$ cat config.mk
export PLATFORM = sky130hd
export DESIGN_NAME = spim_master
export DESIGN_NICKNAME = d
export VERILOG_FILES = /design/src/rtl/spim_pkg.sv /design/src/rtl/spim_halfper.sv /design/src/rtl/spim_engine.sv /design/src/rtl/spim_master.sv
export SDC_FILE = /design/constraint.sdc
export NUM_CORES = 1
export LEC_CHECK = 0
export ABC_AREA = 1
export BUFFER_PORTS_ARGS = -buffer_cell sky130_fd_sc_hd__buf_4
export CORE_ASPECT_RATIO = 1.1
export CORE_MARGIN = 2
export CORE_UTILIZATION = 36
export CTS_CLUSTER_SIZE = 16
export DETAILED_ROUTE_END_ITERATION = 6
export GPL_ROUTABILITY_DRIVEN = 0
export PLACE_DENSITY = 0.57
export REMOVE_ABC_BUFFERS = 1
export SLEW_MARGIN = 0
export SYNTH_ARGS = -nofsm -noshare
export SYNTH_HDL_FRONTEND = slang
export SYNTH_SLANG_ARGS = --single-unit
$ cat constraint.sdc
create_clock -name clk -period 2.22 [get_ports clk]
set_input_delay 0.444 -clock clk [delete_from_list [all_inputs] [get_ports clk]]
set_output_delay 0.444 -clock clk [all_outputs]
set_load 0.005 [all_outputs]
$ cat src/rtl/spim_pkg.sv
package spim_pkg;

    localparam int ADDR_W    = 3;
    localparam int EN_BIT    = 0;
    localparam int CPHA_BIT  = 7;
    localparam int CPOL_BIT  = 8;
    localparam int DIV_LSB   = 9;

    localparam logic [ADDR_W-1:0] A_DATA = 3'd0;
    localparam logic [ADDR_W-1:0] A_CTRL = 3'd2;
    localparam logic [ADDR_W-1:0] A_STAT = 3'd4;

    typedef struct packed {
        logic cpol;
        logic cpha;
    } spim_mode_t;

endpackage

$ cat src/rtl/spim_halfper.sv
module spim_halfper #(
    parameter int DIV_W = 7
) (
    input  logic             clk,
    input  logic             rst_n,
    input  logic             run,
    input  logic [DIV_W-1:0] div,
    output logic             tick
);

    logic [DIV_W-1:0] cnt_d, cnt_q;

    always_comb begin
        tick  = run && (cnt_q == div);
        cnt_d = (!run || tick) ? '0 : cnt_q + 1'b1;
    end

    always_ff @(posedge clk or negedge rst_n) begin
        if (!rst_n) cnt_q <= '0;
        else        cnt_q <= cnt_d;
    end

endmodule

$ cat src/rtl/spim_engine.sv
module spim_engine
    import spim_pkg::*;
#(
    parameter int XFER_BITS = 8,
    parameter int DIV_W     = 7
) (
    input  logic                 clk,
    input  logic                 rst_n,
    input  logic                 start,
    input  logic                 abort,
    input  logic                 tick,
    input  spim_mode_t           mode_in,
    input  logic [DIV_W-1:0]     div_in,
    input  logic [XFER_BITS-1:0] tx_in,
    input  logic                 miso,
    output logic                 busy,
    output logic                 done,
    output logic [DIV_W-1:0]     div_act,
    output logic                 sclk,
    output logic                 mosi,
    output logic [XFER_BITS-1:0] rx_data
);

    localparam int EDGES = 2 * XFER_BITS;
    localparam int EW    = $clog2(EDGES);
    localparam logic [EW-1:0] LAST_EDGE = EW'(EDGES - 1);

    typedef struct packed {
        logic                 busy;
        logic [EW-1:0]        edge_n;
        logic                 sclk;
        spim_mode_t           mode;
        logic [DIV_W-1:0]     div;
        logic [XFER_BITS-1:0] tx;
        logic [XFER_BITS-1:0] rx;
        logic [XFER_BITS-1:0] rxbuf;
    } eng_st_t;

    eng_st_t s_d, s_q;
    logic    lead, smp;

    always_comb begin
        s_d  = s_q;
        done = 1'b0;
        lead = ~s_q.edge_n[0];
        smp  = lead ^ s_q.mode.cpha;
        if (abort) begin
            s_d.busy = 1'b0;
            s_d.sclk = mode_in.cpol;
        end else if (!s_q.busy) begin
            s_d.sclk = mode_in.cpol;
            s_d.mode = mode_in;
            s_d.div  = div_in;
            if (start) begin
                s_d.busy   = 1'b1;
                s_d.edge_n = '0;
                s_d.tx     = tx_in;
            end
        end else if (tick) begin
            s_d.sclk = ~s_q.sclk;
            if (smp)
                s_d.rx = {s_q.rx[XFER_BITS-2:0], miso};
            else if (!(s_q.mode.cpha && s_q.edge_n == '0))
                s_d.tx = {s_q.tx[XFER_BITS-2:0], 1'b0};
            if (s_q.edge_n == LAST_EDGE) begin
                s_d.busy  = 1'b0;
                s_d.rxbuf = s_d.rx;
                done      = 1'b1;
            end
            s_d.edge_n = s_q.edge_n + 1'b1;
        end
    end

    always_ff @(posedge clk or negedge rst_n) begin
        if (!rst_n) s_q <= '0;
        else        s_q <= s_d;
    end

    assign busy    = s_q.busy;
    assign div_act = s_q.div;
    assign sclk    = s_q.sclk;
    assign mosi    = s_q.tx[XFER_BITS-1];
    assign rx_data = s_q.rxbuf;

endmodule

$ cat src/rtl/spim_master.sv
module spim_master
    import spim_pkg::*;
#(
    parameter  int DIV_W     = 7,
    parameter  int XFER_BITS = 8,
    localparam int BUS_W     = DIV_LSB + DIV_W
) (
    input  logic              clk,
    input  logic              rst_n,
    input  logic              bus_wr,
    input  logic              bus_rd,
    input  logic [2:0]        bus_addr,
    input  logic [BUS_W-1:0]  bus_wdata,
    output logic [BUS_W-1:0]  bus_rdata,
    output logic              sclk,
    output logic              mosi,
    input  logic              miso
);

    typedef struct packed {
        logic [BUS_W-1:0] ctrl;
        logic             rxfull;
    } top_st_t;

    top_st_t              st_d, st_q;
    logic                 ctrl_en, ctrl_cpol, busy, done, tick, start, rxfull;
    spim_mode_t           mode_cur;
    logic [DIV_W-1:0]     div_cur, div_act;
    logic [XFER_BITS-1:0] rx_data;

    assign ctrl_en   = st_q.ctrl[EN_BIT];
    assign ctrl_cpol = st_q.ctrl[CPOL_BIT];
    assign mode_cur  = '{cpol: st_q.ctrl[CPOL_BIT], cpha: st_q.ctrl[CPHA_BIT]};
    assign div_cur   = st_q.ctrl[DIV_LSB +: DIV_W];
    assign rxfull    = st_q.rxfull;

    always_comb begin
        st_d  = st_q;
        start = bus_wr && (bus_addr == A_DATA) && ctrl_en && !busy;
        if (bus_wr && bus_addr == A_CTRL)
            st_d.ctrl = bus_wdata;
        if (done)
            st_d.rxfull = 1'b1;
        else if (bus_rd && bus_addr == A_DATA)
            st_d.rxfull = 1'b0;
    end

    always_ff @(posedge clk or negedge rst_n) begin
        if (!rst_n) st_q <= '0;
        else        st_q <= st_d;
    end

    always_comb begin
        case (bus_addr)
            A_DATA:  bus_rdata = BUS_W'(rx_data);
            A_CTRL:  bus_rdata = st_q.ctrl;
            A_STAT:  bus_rdata = BUS_W'({rxfull, busy});
            default: bus_rdata = '0;
        endcase
    end

    spim_halfper #(.DIV_W(DIV_W)) u_halfper (
        .clk  (clk),
        .rst_n(rst_n),
        .run  (busy),
        .div  (div_act),
        .tick (tick)
    );

    spim_engine #(.XFER_BITS(XFER_BITS), .DIV_W(DIV_W)) u_engine (
        .clk    (clk),
        .rst_n  (rst_n),
        .start  (start),
        .abort  (!ctrl_en),
        .tick   (tick),
        .mode_in(mode_cur),
        .div_in (div_cur),
        .tx_in  (bus_wdata[XFER_BITS-1:0]),
        .miso   (miso),
        .busy   (busy),
        .done   (done),
        .div_act(div_act),
        .sclk   (sclk),
        .mosi   (mosi),
        .rx_data(rx_data)
    );

endmodule

==> flow_summary.ini, run 1 <==
[critical_path]
worst-path-stages = 5
timing_worst_setup_path_type = in2out
r2r_cells = 6
cpPeakStageDelay_ps = 390
cp-end-kind = primary output
path_buf_inv = 2
crit_path_max_fanout = 10
path_common_cell = buf_4
arrival_ps = 1340
worstSetupStartpointType = input pin
crit_chain = buf_4 -> nor3_4 -> nand2_1 -> o21ai_0 -> buf_4
cp.required_ps = 1780
cp_slowest_cell = nor3_4
crit_family = simple AND/OR/NAND/NOR gates

[route]
dr.pass1.iters = 6
routed_wl_um = 6442
ant_nets = 0
drc = 0
vias_per_cell = 4.565
dr_total_vias = 2342
wl_per_cell_um = 12.56
drt-initial-drc-count = 107

[timing]
slew_violations = 0
fmax_mhz = 559.4
finalCritPeriodShare = 0.8053
setup-violations-final = 0
worstMarginPinSlew_ps = 788.4
hold_viol = 0
rsz0062_at_grt = false
fin_crit_ps = 1788
final.setup.tns_ps = 0
slew_headroom = 0.4744
clock_skew_ps = 5.429

[finish]
fin_util = 0.4400
finish.instance_area_um2 = 3661
antennaDiodeCount = 0
syn_to_final_growth_pct = 19.62
final_common_cell = nand2_1
drive_above_1_share = 0.2164
final_nets = 426
mostFrequentLayoutCells = nand2_1 (94), dfrtp_1 (62), buf_4 (45), inv_1 (37), nor2_1 (30)

[logic_synthesis]
async_flop_share = 1.000
synth_compound_area_frac = 0.1267
yosysSeqAreaShare = 0.5070
yosys_warnings = 0
avgSynthCellArea_um2 = 8.694
synth.distinct_cells = 32
synth-seq-cells = 62
yosysTopAreaCell = dfrtp_1
synth_top_family_by_area = simple AND/OR/NAND/NOR gates
synth.mux.area_fraction = 0.02617
synthAdderAreaFrac = 0.01226
synthSimpleGateAreaFrac = 0.2494
postSynthCellCount = 352
ys.flop_type = dfrtp_1
synth.cell_area_um2 = 3060
synth-edff-count = 0
synth_area_leaders = dfrtp_1 (51%), nand2_1 (12%), inv_1 (4.5%), o21ai_0 (4.4%), nor2_1 (3.7%)
netlist.area_leader.share = 0.5070
synthXorXnorAreaFrac = 0.01431

[clock_tree]
clk_pin_slew_ps = 60
tritoncts = yes
cts_max_level = 3
clock_sinks = 62
cts_max_path_buffers = 2
cts_hold_buffers = 0
cts_root_buffer = clkbuf_8
clk_latency_ps = 330
cts_buffers = 9
cts_setup_buffers = 0
ctsResizeCount = 0

[floorplanning]
die_area_um2 = 9255
rows = 35
initial_core_util = 0.3678
fp.dieW_um = 91.91
core_area_um2 = 8320
die_y_um = 100.7
ios = 42

[pwr]
peakVddDrop_mv = 0.2942
p_comb_frac = 0.219
p_seq_frac = 0.485
p_switching_uw = 939.9
leakagePower_nw = 1.859
p_clk_frac = 0.296
p_int_mw = 2.070
p_sw_frac = 0.3122
p_per_area_nw_per_um2 = 822.2

[run_status]
run_status = completed

[global_route]
overflow = 0
busiest_layer = met2
grt_pass1_vias = 2217
antenna_found_initial = 0
use_met3 = 0.03441
grt_max_degree = 63
grt_pass1_wl_um = 11030
grt_use_met1 = 0.2180
grt_usage = 0.1541
gr-usage-met2 = 0.2291

[place]
port_buffers = 41
placed_area_um2 = 3487
dp_hpwl_um = 4676

[worst_hold_path]
hp-class = in2async

[job]
cap_violations = 0
==> synthesized netlist by cell type (2+ instances only) <==
master / instances
nand2_2: 7
o21ai_0: 27
nand3_1: 18
a22o_1: 5
nand2_4: 2
buf_6: 2
clkbuf_1: 5
nand2_1: 94
nor2_4: 3
o21ai_1: 11
inv_1: 37
xor2_1: 4
dfrtp_1: 62
a21oi_1: 10
mux2i_1: 8
ha_1: 3
inv_2: 2
nor2_1: 30
o21ai_2: 8
o211ai_1: 2
==> layout make-up <==
cell class	instances	area, um^2
flip-flops and latches	62	1551
clock inverters	1	5.005
clock buffers	13	168.9
inverters	39	146.4
well taps	111	138.9
repair buffers	45	337.8
multi-input cells	242	1313
fillers	849	4659
==> worst reg2reg max path: cells and delay by family (launching register included) <==
| family | cells | cell delay [ps] |
|---|---|---|
| AOI/OAI and AO/OA | 1 | 60 |
| DFF | 1 | 400 |
| xor gates and xnor gates | 1 | 260 |
| and+or+nand+nor | 4 | 900 |
==> layer usage <==
metal / part of all wire / vias up
met4: 0.014 / 0
met2: 0.47 / 27
li1: - / 1214
met5: 0 / -
met1: 0.49 / 1096
met3: 0.026 / 5
==> stage by stage <==
stage	power [mW]	setup slack, ps	hold WS [ps]	cells
after floorplan	1.915	553.7	148.4	343
after global placement	2.139	397.2	465.4	499
after detailed placement	2.152	365.6	465.7	499
after CTS	3.058	386.1	224.9	513
after global routing	3.224	305.4	248.4	513
final	3.010	432.2	196.2	513
==> cell families after synthesis <==
| family | after synthesis |
|---|---|
| AO/OA/AOI/OAI | 64 |
| XOR/XNOR | 5 |
| adder cells (fa/ha/maj) | 3 |
| buffers and inverters | 48 |
| flip-flops | 62 |
| multiplexers | 8 |
| AND/OR/NAND/NOR | 162 |
==> path summary, 6_finish.rpt <==
| path | to | startpoint | slack [ps] |
|---|---|---|---|
| worst min-delay path | ctrl_cpol | rst_n | 200 |
| worst max-delay path | bus_rdata[7] | bus_addr[0] | 430 |
| max in group asynchronous | st_q[3] | rst_n | 1510 |
| worst min register to register | u_engine.s_q[21] | u_engine.s_q[21] | 490 |
| min in group clk | div_cur[4] | bus_wdata[13] | 370 |
| worst max register to register | u_engine.rx_data[3] | u_engine.div_act[4] | 490 |
==> power groups by stage <==
stage | registers, mW | clock network, mW | logic (mW)
3_3_place_gp | 1.48 | 0 | 0.664
4_1_cts | 1.46 | 0.921 | 0.675
3_5_place_dp | 1.48 | 0 | 0.674
6_report | 1.46 | 0.890 | 0.660
2_1_floorplan | 1.45 | 0 | 0.463
5_1_grt | 1.49 | 0.973 | 0.761
==> state kept, by name, indices dropped and copies added (netlist names) <==
signal	flops
u_halfper.cnt_q	7
u_engine.mosi	1
ctrl_en	1
st_q	6
div_cur	7
u_engine.div_act	7
u_engine.busy	1
u_engine.rx_data	8
mode_cur	1
ctrl_cpol	1
u_engine.sclk	1
u_engine.s_q	20
rxfull	1
No activity file was read; power rests on OpenSTA's default activity.
==> run 2, diff against run 1 <==
- clock period: 2.22 -> 1.82 ns (I/O delays scaled with it)
==> run 2 against run 1 <==
  * Non-clock buffer count is 4 higher
  * Via count is 2.0% higher
  * Clock skew is 3.9 ps higher
  * Clock power is 38% higher
  * Sequential share of layout area is 0.81 points lower
==> flow_summary.ini, run 2 (synthesis gave the netlist of run 1 again) <==
[run_status]
run_status = completed

[floorplanning]
die_y_um = 100.7
fp.dieW_um = 91.91
core_area_um2 = 8320
rows = 35
ios = 42
initial_core_util = 0.3678
die_area_um2 = 9255

[pwr]
leakagePower_nw = 1.898
p_total_mw = 3.833
peakVddDrop_mv = 0.4261
p_per_area_nw_per_um2 = 1027

[clock_tree]
clk_latency_ps = 340
cts_buffers = 9
clk_pin_slew_ps = 70
cts_max_level = 3
cts_max_path_buffers = 2
cts_setup_buffers = 0
tritoncts = yes
cts_root_buffer = clkbuf_8
clock_sinks = 62

[route]
vias_per_cell = 4.605
drc = 0
drt-initial-drc-count = 115
routed_wl_um = 6463
dr.pass1.iters = 4
ant_nets = 0
wl_per_cell_um = 12.45
dr_total_vias = 2390

[finish]
regArea_um2 = 1551
final_nets = 430
multi_input_area_um2 = 1313
syn_to_final_growth_pct = 21.95
final_common_cell = nand2_1
largest_reg_flops = 20
regMostFlops = u_engine.s_q
antennaDiodeCount = 0
mostFrequentLayoutCells = nand2_1 (94), dfrtp_1 (62), buf_4 (47), inv_1 (37), nor2_1 (30)
fin_util = 0.4486
n_fill_cell = 840
drive_above_1_share = 0.2255

[critical_path]
cp.required_ps = 1460
cp-end-kind = primary output
arrival_ps = 1300
r2r_cells = 7
crit_path_max_fanout = 2
reg2reg_slack_ps = 180
reg2reg_to = u_engine.s_q[17]
timing_worst_setup_path_type = reg2out
worstSetupStartpointType = register
r2r_start = u_halfper.cnt_q[4]

[worst_hold_path]
hp-start = bus_wdata[11]
hp-class = in2reg
hold_end = div_cur[2]
worstHoldPathCells = 3

[timing]
worst_slack_ps = 158.0
final.setup.tns_ps = 0
slew_violations = 0
slew_headroom = 0.6899
fmax_mhz = 601.7
worstMarginPinSlew_ps = 464.0
clock_skew_ps = 9.296
rsz0062_at_grt = false
fin_crit_ps = 1662
hold_viol = 0
finalCritPeriodShare = 0.9132
setup-violations-final = 0
hold_ws_ps = 270.8

[place]
dp_slack_ps = 181.7
dp_hpwl_um = 4814
port_buffers = 41

[global_route]
grt_usage = 0.1571
grt_pass1_wl_um = 11240
overflow = 0
grt_pass1_vias = 2296
antenna_found_initial = 0
grt_max_degree = 37

[job]
cap_violations = 0
==> run 2: cell count changes in the layout (fill, tap and decap cells not counted) <==
cell / previous run / this run
buf_12: 0 / 1
clkinv_2: 1 / 3
buf_4: 45 / 47
bufinv_16: 0 / 1
clkbuf_8: 12 / 11
dlygate4sd3_1: 0 / 1
==> run 2: cell type report <==
class,count,share of cell area
inverters,39,0.03922
flip-flops and latches,62,0.4157
multi-input cells,242,0.3517
clock inverters,4,0.01207
repair buffers,49,0.1026
clock buffers,12,0.04157
well taps,111,0.03721
==> run 2: metal layers <==
metal | vias up | GRT usage | wire, um
met2 | 43 | 0.2353 | 2889
met3 | 9 | 0.03665 | 300
li1 | 1236 | - | -
met1 | 1102 | 0.2172 | 3148
met4 | 0 | 0.07233 | 125
met5 | - | 0 | 0
==> run 2: where the power goes <==
group          internal [mW]  leakage (nW)  switching, mW
Clock                  0.701         0.106          0.532
Sequential              1.62         0.781          0.155
Combinational          0.325          1.01          0.503
==> run 2: what timing repair did <==
item / 4_1_cts / 5_1_grt
resized for setup: 0 / 0
endpoints found under the hold margin: 26 / 0
hold buffers: 1 / 0
==> run 2: critical path: stages, from the launching register on <==
cell and delay [ps]:
dfrtp_1 350, inv_1 80, o21ai_0 340, buf_4 180
==> run 2: worst max path at each step <==
stage / from / to / slack, ps / depth (start not counted)
after floorplan: bus_addr[0] / ctrl_cpol / 230 / 6
final: mode_cur[0] / bus_rdata[7] / 160 / 3
after CTS: mode_cur[0] / bus_rdata[7] / 160 / 3
after global routing: u_halfper.cnt_q[4] / u_engine.rx_data[0] / 40 / 6
after global placement: bus_addr[0] / u_engine.mosi / 200 / 8
after detailed placement: bus_addr[0] / u_engine.s_q[19] / 180 / 8
==> run 2: metrics by stage <==
stage               instance area (um^2)  cells
CTS                                 3732    519
global route                        3732    519
finish                              3732    519
floorplan                           3010    343
global placement                    3522    502
detailed placement                  3522    502
